**src/rtl/ctr_pair_pkg.sv**
```systemverilog
package ctr_pair_pkg;
  typedef enum logic [1:0] {
    MODE_FREE = 2'b00,
    MODE_CASC = 2'b01,
    MODE_RIPL = 2'b10,
    MODE_STOP = 2'b11
  } ch_mode_e;
endpackage

```
**src/rtl/ctr_cascade_arb.sv**
```systemverilog
module ctr_cascade_arb
  import ctr_pair_pkg::*;
#(
  parameter int NUM_CH = 2,
  parameter int IW     = 1
) (
  input  logic [2*NUM_CH-1:0]  mode_i,
  input  logic [IW*NUM_CH-1:0] src_i,
  output logic [NUM_CH-1:0]    casc_ok_o
);
  logic [NUM_CH-1:0] req;

  function automatic logic [IW-1:0] src_of(input int c);
    return src_i[c*IW +: IW];
  endfunction

  function automatic logic in_range(input logic [IW-1:0] s);
    return ({{(32-IW){1'b0}}, s} < 32'(NUM_CH));
  endfunction

  // A request is kept only when its source is a plain channel (not an upper
  // word itself) and no lower-numbered channel already claimed that source.
  always_comb begin
    for (int c = 0; c < NUM_CH; c++) begin
      req[c] = (ch_mode_e'(mode_i[2*c +: 2]) == MODE_CASC) &&
               in_range(src_of(c)) && ({{(32-IW){1'b0}}, src_of(c)} != 32'(c));
    end
    for (int c = 0; c < NUM_CH; c++) begin
      casc_ok_o[c] = req[c];
      if (req[c] && req[src_of(c)]) casc_ok_o[c] = 1'b0;
      for (int j = 0; j < c; j++) begin
        if (req[j] && (src_of(j) == src_of(c))) casc_ok_o[c] = 1'b0;
      end
    end
  end
endmodule

```
**src/rtl/ctr_channel.sv**
```systemverilog
module ctr_channel #(
  parameter int WIDTH = 16
) (
  input  logic             clk,
  input  logic             rst_n,
  input  logic             inc_i,
  output logic [WIDTH-1:0] cnt_o,
  output logic             at_max_o
);
  logic [WIDTH-1:0] cnt_q;

  always_ff @(posedge clk) begin
    if (!rst_n)     cnt_q <= '0;
    else if (inc_i) cnt_q <= cnt_q + 1'b1;
  end

  assign cnt_o    = cnt_q;
  assign at_max_o = &cnt_q;

  AST_STEP_ONE: assert property (@(posedge clk) disable iff (!rst_n)
    inc_i |=> cnt_q == $past(cnt_q) + 1'b1);
  AST_IDLE_HOLD: assert property (@(posedge clk) disable iff (!rst_n)
    !inc_i |=> $stable(cnt_q));
endmodule

```
**src/rtl/ctr_snapshot.sv**
```systemverilog
module ctr_snapshot #(
  parameter int NUM_CH = 2,
  parameter int WIDTH  = 16,
  parameter int IW     = 1
) (
  input  logic                    clk,
  input  logic                    rst_n,
  input  logic                    rd_en,
  input  logic                    rd_hold,
  input  logic [IW-1:0]           rd_idx,
  input  logic [NUM_CH*WIDTH-1:0] cnt_i,
  output logic [WIDTH-1:0]        rd_data,
  output logic                    rd_valid
);
  logic [WIDTH-1:0] hold_q [NUM_CH];
  logic [WIDTH-1:0] sel;
  logic             live;
  logic             idx_ok;

  assign live   = rd_en && !rd_hold;
  assign idx_ok = ({{(32-IW){1'b0}}, rd_idx} < 32'(NUM_CH));

  always_comb begin
    sel = '0;
    if (idx_ok) sel = rd_hold ? hold_q[rd_idx] : cnt_i[rd_idx*WIDTH +: WIDTH];
  end

  always_ff @(posedge clk) begin
    if (!rst_n) begin
      for (int i = 0; i < NUM_CH; i++) hold_q[i] <= '0;
      rd_data  <= '0;
      rd_valid <= 1'b0;
    end else begin
      rd_valid <= rd_en;
      if (rd_en) rd_data <= sel;
      if (live) begin
        for (int i = 0; i < NUM_CH; i++) hold_q[i] <= cnt_i[i*WIDTH +: WIDTH];
      end
    end
  end

  for (genvar g = 0; g < NUM_CH; g++) begin : g_chk
    AST_SNAP_ALL: assert property (@(posedge clk) disable iff (!rst_n)
      live |=> hold_q[g] == $past(cnt_i[g*WIDTH +: WIDTH]));
    AST_HOLD_KEEP: assert property (@(posedge clk) disable iff (!rst_n)
      !live |=> $stable(hold_q[g]));
  end
endmodule

```
**src/rtl/casc_counter.sv**
```systemverilog
module casc_counter
  import ctr_pair_pkg::*;
#(
  parameter  int NUM_CH = 2,
  parameter  int WIDTH  = 16,
  localparam int IW     = (NUM_CH > 1) ? $clog2(NUM_CH) : 1
) (
  input  logic                   clk,
  input  logic                   rst_n,
  input  logic                   cnt_en,
  input  logic [2*NUM_CH-1:0]    mode_i,
  input  logic [IW*NUM_CH-1:0]   src_i,
  input  logic                   rd_en,
  input  logic                   rd_hold,
  input  logic [IW-1:0]          rd_idx,
  output logic [WIDTH-1:0]       rd_data,
  output logic                   rd_valid,
  output logic [NUM_CH-1:0]      carry_o
);
  logic [NUM_CH-1:0]       casc_ok;
  logic [NUM_CH-1:0]       base_inc;
  logic [NUM_CH-1:0]       inc;
  logic [NUM_CH-1:0]       at_max;
  logic [NUM_CH-1:0]       carry;
  logic [NUM_CH-1:0]       carry_q;
  logic [NUM_CH*WIDTH-1:0] cnt_flat;

  function automatic logic [IW-1:0] src_of(input int c);
    return src_i[c*IW +: IW];
  endfunction

  function automatic logic in_range(input logic [IW-1:0] s);
    return ({{(32-IW){1'b0}}, s} < 32'(NUM_CH));
  endfunction

  ctr_cascade_arb #(.NUM_CH(NUM_CH), .IW(IW)) u_arb (
    .mode_i   (mode_i),
    .src_i    (src_i),
    .casc_ok_o(casc_ok)
  );

  // Enables are built in two passes: first without cascade, then an accepted
  // upper word takes its source's first-pass enable gated by the source's max.
  // An accepted source never cascades, so the first pass is final for it.
  always_comb begin
    for (int c = 0; c < NUM_CH; c++) begin
      unique case (ch_mode_e'(mode_i[2*c +: 2]))
        MODE_FREE, MODE_CASC: base_inc[c] = cnt_en;
        MODE_RIPL:            base_inc[c] = in_range(src_of(c)) && carry_q[src_of(c)];
        default:              base_inc[c] = 1'b0;
      endcase
    end
    for (int c = 0; c < NUM_CH; c++) begin
      inc[c] = casc_ok[c] ? (base_inc[src_of(c)] && at_max[src_of(c)]) : base_inc[c];
    end
    carry = inc & at_max;
  end

  always_ff @(posedge clk) begin
    if (!rst_n) carry_q <= '0;
    else        carry_q <= carry;
  end

  assign carry_o = carry;

  for (genvar g = 0; g < NUM_CH; g++) begin : g_ch
    ctr_channel #(.WIDTH(WIDTH)) u_ch (
      .clk     (clk),
      .rst_n   (rst_n),
      .inc_i   (inc[g]),
      .cnt_o   (cnt_flat[g*WIDTH +: WIDTH]),
      .at_max_o(at_max[g])
    );

    AST_CASCADE_LOCKSTEP: assert property (@(posedge clk) disable iff (!rst_n)
      (casc_ok[g] && carry[src_i[g*IW +: IW]]) |=>
        cnt_flat[g*WIDTH +: WIDTH] == $past(cnt_flat[g*WIDTH +: WIDTH]) + 1'b1);
    AST_CASCADE_IDLE: assert property (@(posedge clk) disable iff (!rst_n)
      (casc_ok[g] && !carry[src_i[g*IW +: IW]]) |=>
        $stable(cnt_flat[g*WIDTH +: WIDTH]));
    AST_PAIR_DEPTH: assert property (@(posedge clk) disable iff (!rst_n)
      casc_ok[g] |-> !casc_ok[src_i[g*IW +: IW]]);
    AST_STOP_FROZEN: assert property (@(posedge clk) disable iff (!rst_n)
      (mode_i[2*g +: 2] == MODE_STOP) |=> $stable(cnt_flat[g*WIDTH +: WIDTH]));
    AST_CARRY_WRAPS: assert property (@(posedge clk) disable iff (!rst_n)
      carry[g] |=> cnt_flat[g*WIDTH +: WIDTH] == '0);
  end

  for (genvar a = 0; a < NUM_CH; a++) begin : g_uniq
    for (genvar b = a + 1; b < NUM_CH; b++) begin : g_pair
      AST_ONE_UPPER: assert property (@(posedge clk) disable iff (!rst_n)
        (casc_ok[a] && casc_ok[b]) |-> src_i[a*IW +: IW] != src_i[b*IW +: IW]);
    end
  end

  ctr_snapshot #(.NUM_CH(NUM_CH), .WIDTH(WIDTH), .IW(IW)) u_snap (
    .clk     (clk),
    .rst_n   (rst_n),
    .rd_en   (rd_en),
    .rd_hold (rd_hold),
    .rd_idx  (rd_idx),
    .cnt_i   (cnt_flat),
    .rd_data (rd_data),
    .rd_valid(rd_valid)
  );
endmodule

```
**config.mk**
```make
export PLATFORM = sky130hd
export DESIGN_NAME = casc_counter
export DESIGN_NICKNAME = d
export VERILOG_FILES = /design/src/rtl/ctr_pair_pkg.sv /design/src/rtl/ctr_cascade_arb.sv /design/src/rtl/ctr_channel.sv /design/src/rtl/ctr_snapshot.sv /design/src/rtl/casc_counter.sv
export SDC_FILE = /design/constraint.sdc
export NUM_CORES = 1
export LEC_CHECK = 0
export ABC_CLOCK_PERIOD_IN_PS = 5000
export BUFFER_PORTS_ARGS = -buffer_cell sky130_fd_sc_hd__buf_2
export CAP_MARGIN = 20
export CORE_MARGIN = 1.5
export CORE_UTILIZATION = 60
export DETAILED_ROUTE_END_ITERATION = 10
export PLACE_DENSITY_LB_ADDON = 0.15
export SLEW_MARGIN = 10
export SYNTH_ARGS = -nofsm -noshare
export SYNTH_HDL_FRONTEND = slang
export SYNTH_HIERARCHICAL = 1
export SYNTH_SLANG_ARGS = --single-unit
```
**constraint.sdc**
```tcl
create_clock -name clk -period 5 [get_ports clk]
set_input_delay 0.5 -clock clk [delete_from_list [all_inputs] [get_ports clk]]
set_output_delay 0.5 -clock clk [all_outputs]
set_load 0.02 [all_outputs]
```
==> impl_results.md <==
- Outcome: finished with violations
- Failing checks: design-rule violations
- Critical Path Start Type: flop
- I/O pin cnt: 31
- Syn nets: 371
- Iteration-0 DRC count of the detailed router: 116
- Final setup viols: 0
- Cells after DPL: 449
- Post-CTS Setup Bufs: 0
- GRT overflow: 0
- Post-DRT Antenna Nets: 0
- Avg Vias per Cell: 5.82
- Critical-path maximum fanout: 11
- Logic pwr share: 0.065
- Hold Path Stages: 2
- Die H: 84.9 um
- FF-to-FF setup slack: 1.32 ns
- Switch Pwr: 291 uW
- Synth-to-Final Area Change: 8.92%
- Clock power frac: 0.385
- CTS sink count: 83
- Part of the power in registers: 0.550
- Row cnt: 29
- Clock Latency Late Sink: 0.34 ns
- Area leader, netlist: dfxtp_1
- Share of layout cells above drive strength 1: 0.162
- Post-route cell area: 0.00439 mm^2
- Most common cell after layout, fill and taps aside: and2_1
- Worst R2R End: g_ch[0].u_ch/cnt_o[6]$_SDFFE_PN0P_
- Post-layout net count: 397
- Mapped Area: 0.00403 mm^2
- Crit end category: flop
- Number of diodes: 0
- Root Driver: clkbuf_8
- Final hold violation count: 0
- Setup_tns: 0 ns
- Pwr/cell area: 304 mW/mm^2
- IO buf count: 30
- FF-to-FF path depth: 8
- Final period utilization: 0.736
- Max Buffers Root-to-Sink: 2
- Slew Limit Fails: 0
- Yosys top cell area share: 0.253
- Seq/Total Area, Yosys: 0.492
- Max cap viols: 0
- Max Fclk: 272 MHz
- Core area: 0.00642 mm^2
- Synth unique cells: 42
- Post-Layout Cell Count: 465
- Initial core utilization: 0.627
- Number of global-route vias before repair: 2502
- Post-detail-place hpwl: 5150 um
- WS Path Type: flop to flop
- Synth top area cells: dfxtp_1, edfxtp_1, and2_1
- P_int: 1040 uW
- Antenna violations before repair: 0
- Number of synthesized register bits: 83
- Hold path start: u_snap/rd_data[13]$_SDFFE_PN0P_
- Post-route DRC: 3
- Placed Area: 0.00417 mm^2
- CTS tree: done
- Die Wd: 84.9 um
- RSZ-0062 raised after global routing: no
- Gr usage total: 0.224
- Cell count after synthesis: 357
- Sw frac: 0.219
- VDD IR max: 152 uV
- Filler Cell Count: 493
- Pin count of the biggest net entering global routing: 35
- Leak pwr: 0.00178 uW
- Routed WL: 7580 um
- Die area: 0.00721 mm^2
- Worst Hold Class: flop to flop
- Commonest cells after routing, fill and taps aside: and2_1, dfxtp_1, mux2i_1, edfxtp_1, buf_2
- Worst Tran Pin Value: 0.991 ns
- Tmin final: 3.68 ns
- Peak per-stage delay on the critical path: 0.76 ns
- Crit path cell chain: nand4_1 -> or2_1 -> nor3_1 -> inv_1 -> o32ai_1 -> nand2_1 -> or3_2 -> a21boi_0
- Post-Syn Area per Cell: 11.3 um^2
- Yosys warning total: 6
- Pre-CTS setup slack: 1.39 ns
- Final WS setup: 1.32 ns
- CP required: 5.27 ns
- Routed len/inst: 16.3 um
- Gpl congestion: 0.789
- Crit path max-delay cell type: o32ai_1
- Cts bufs inserted: 9
- Vias: 2706
- Initial DRT Pass Iterations: 7
- Hold buffer count at CTS: 0
- Worst Hold Path EP: u_snap/rd_data[13]$_SDFFE_PN0P_
- Relative slew slack: 0.339
- Skew final: 0.00665 ns
- Critical path data arrival time: 3.95 ns
- Maximum level of the CTS H-tree: 3
- CTS-repair resized insts: 0
- Critical R2R Launch: g_ch[1].u_ch/cnt_o[2]$_SDFFE_PN0P_
- Hold Slack: 0.497 ns
- CTS clk-pin slew, worst paths: 0.08 ns
- First-pass GRT wire length: 12600 um
-- cells by family after synthesis --
logic type,Yosys count,synth area share
compound gates,36,0.0795
xor+xnor,26,0.0565
fa+ha+maj,2,0.00621
buf+inv,29,0.0429
flops,83,0.492
mux,36,0.0920
simple gates,145,0.231
-- worst max-delay path: cells and delay by family (launching register included) --
| family | cells | cell delay [ns] |
|---|---|---|
| compound gates | 2 | 0.93 |
| flops | 1 | 0.44 |
| simple gates | 5 | 2.11 |
| buf+inv | 1 | 0.13 |
-- registers in the layout (all words and copies together) (netlist names) --
signal and cells:
g_ch.u_ch/cnt_o 32, carry_q 2, u_snap/rd_data 16, u_snap/hold_q 32, u_snap/rd_valid 1
-- stage by stage --
step	utilization	power, uW
global route	0.683	1380
floorplan	-	811
detailed placement	0.649	835
CTS	0.683	1340
finish	0.683	1330
global placement	0.649	833
-- metal layers --
layer | vias to the layer above | global-route usage | wire length [um]
li1 | 1351 | - | -
met3 | 10 | 0.0389 | 352
met2 | 51 | 0.348 | 3400
met4 | 0 | 0.0909 | 89
met1 | 1294 | 0.315 | 3740
met5 | - | 0 | 0
-- power by group through the flow --
stage                     Sequential (uW)  Clock, uW  Combinational [uW]
after floorplan                       754          0                57.2
after global placement                748          0                85.4
after detailed placement              749          0                86.0
after CTS                             733        525                86.1
after global routing                  735        551                93.7
final                                 733        513                86.2
-- area by class of cell --
| class | count | area, um^2 | area share |
|---|---|---|---|
| clock buffer | 12 | 176 | 0.0402 |
| sequential | 83 | 1980 | 0.452 |
| clock inverter | 4 | 45.0 | 0.0103 |
| tap | 77 | 96.3 | 0.0220 |
| multi-input combinational | 245 | 1880 | 0.428 |
| timing repair buffer | 32 | 165 | 0.0376 |
| inverter | 12 | 45.0 | 0.0103 |
-- Yosys cell counts, drive strengths merged --
master / number
nor2b: 4
o221ai: 16
and2: 59
inv: 12
o31ai: 2
mux2i: 34
o21ai: 3
a21boi: 7
and4bb: 2
a31oi: 2
or2: 2
xnor2: 12
or4: 2
dfxtp: 51
edfxtp: 32
nor2: 1
nand2: 13
mux2: 2
nand3b: 17
buf: 11
nor4: 8
nand4: 11
ha: 2
nand3: 7
o22ai: 2
o32ai: 4
nor3: 8
xor2: 14
and3b: 3
clkbuf: 6
and2b: 1
or3: 3
and3: 4
-- how the worst max path moves through the flow --
stage                                            start                                  end  slack [ns]  cells past startpoint
floorplan                                        rd_en    u_snap/hold_q[0][0]$_SDFFCE_PN0P_        1.32                      4
global placement    g_ch[1].u_ch/cnt_o[2]$_SDFFE_PN0P_  g_ch[0].u_ch/cnt_o[11]$_SDFFE_PN0P_        1.56                      9
detailed placement  g_ch[1].u_ch/cnt_o[2]$_SDFFE_PN0P_  g_ch[0].u_ch/cnt_o[11]$_SDFFE_PN0P_        1.39                      9
CTS                 g_ch[1].u_ch/cnt_o[2]$_SDFFE_PN0P_  g_ch[0].u_ch/cnt_o[11]$_SDFFE_PN0P_        1.36                      9
global route        g_ch[1].u_ch/cnt_o[2]$_SDFFE_PN0P_  g_ch[0].u_ch/cnt_o[11]$_SDFFE_PN0P_        1.07                      9
finish              g_ch[1].u_ch/cnt_o[2]$_SDFFE_PN0P_   g_ch[0].u_ch/cnt_o[6]$_SDFFE_PN0P_        1.32                      8
Power figures use the tool's default switching activity.
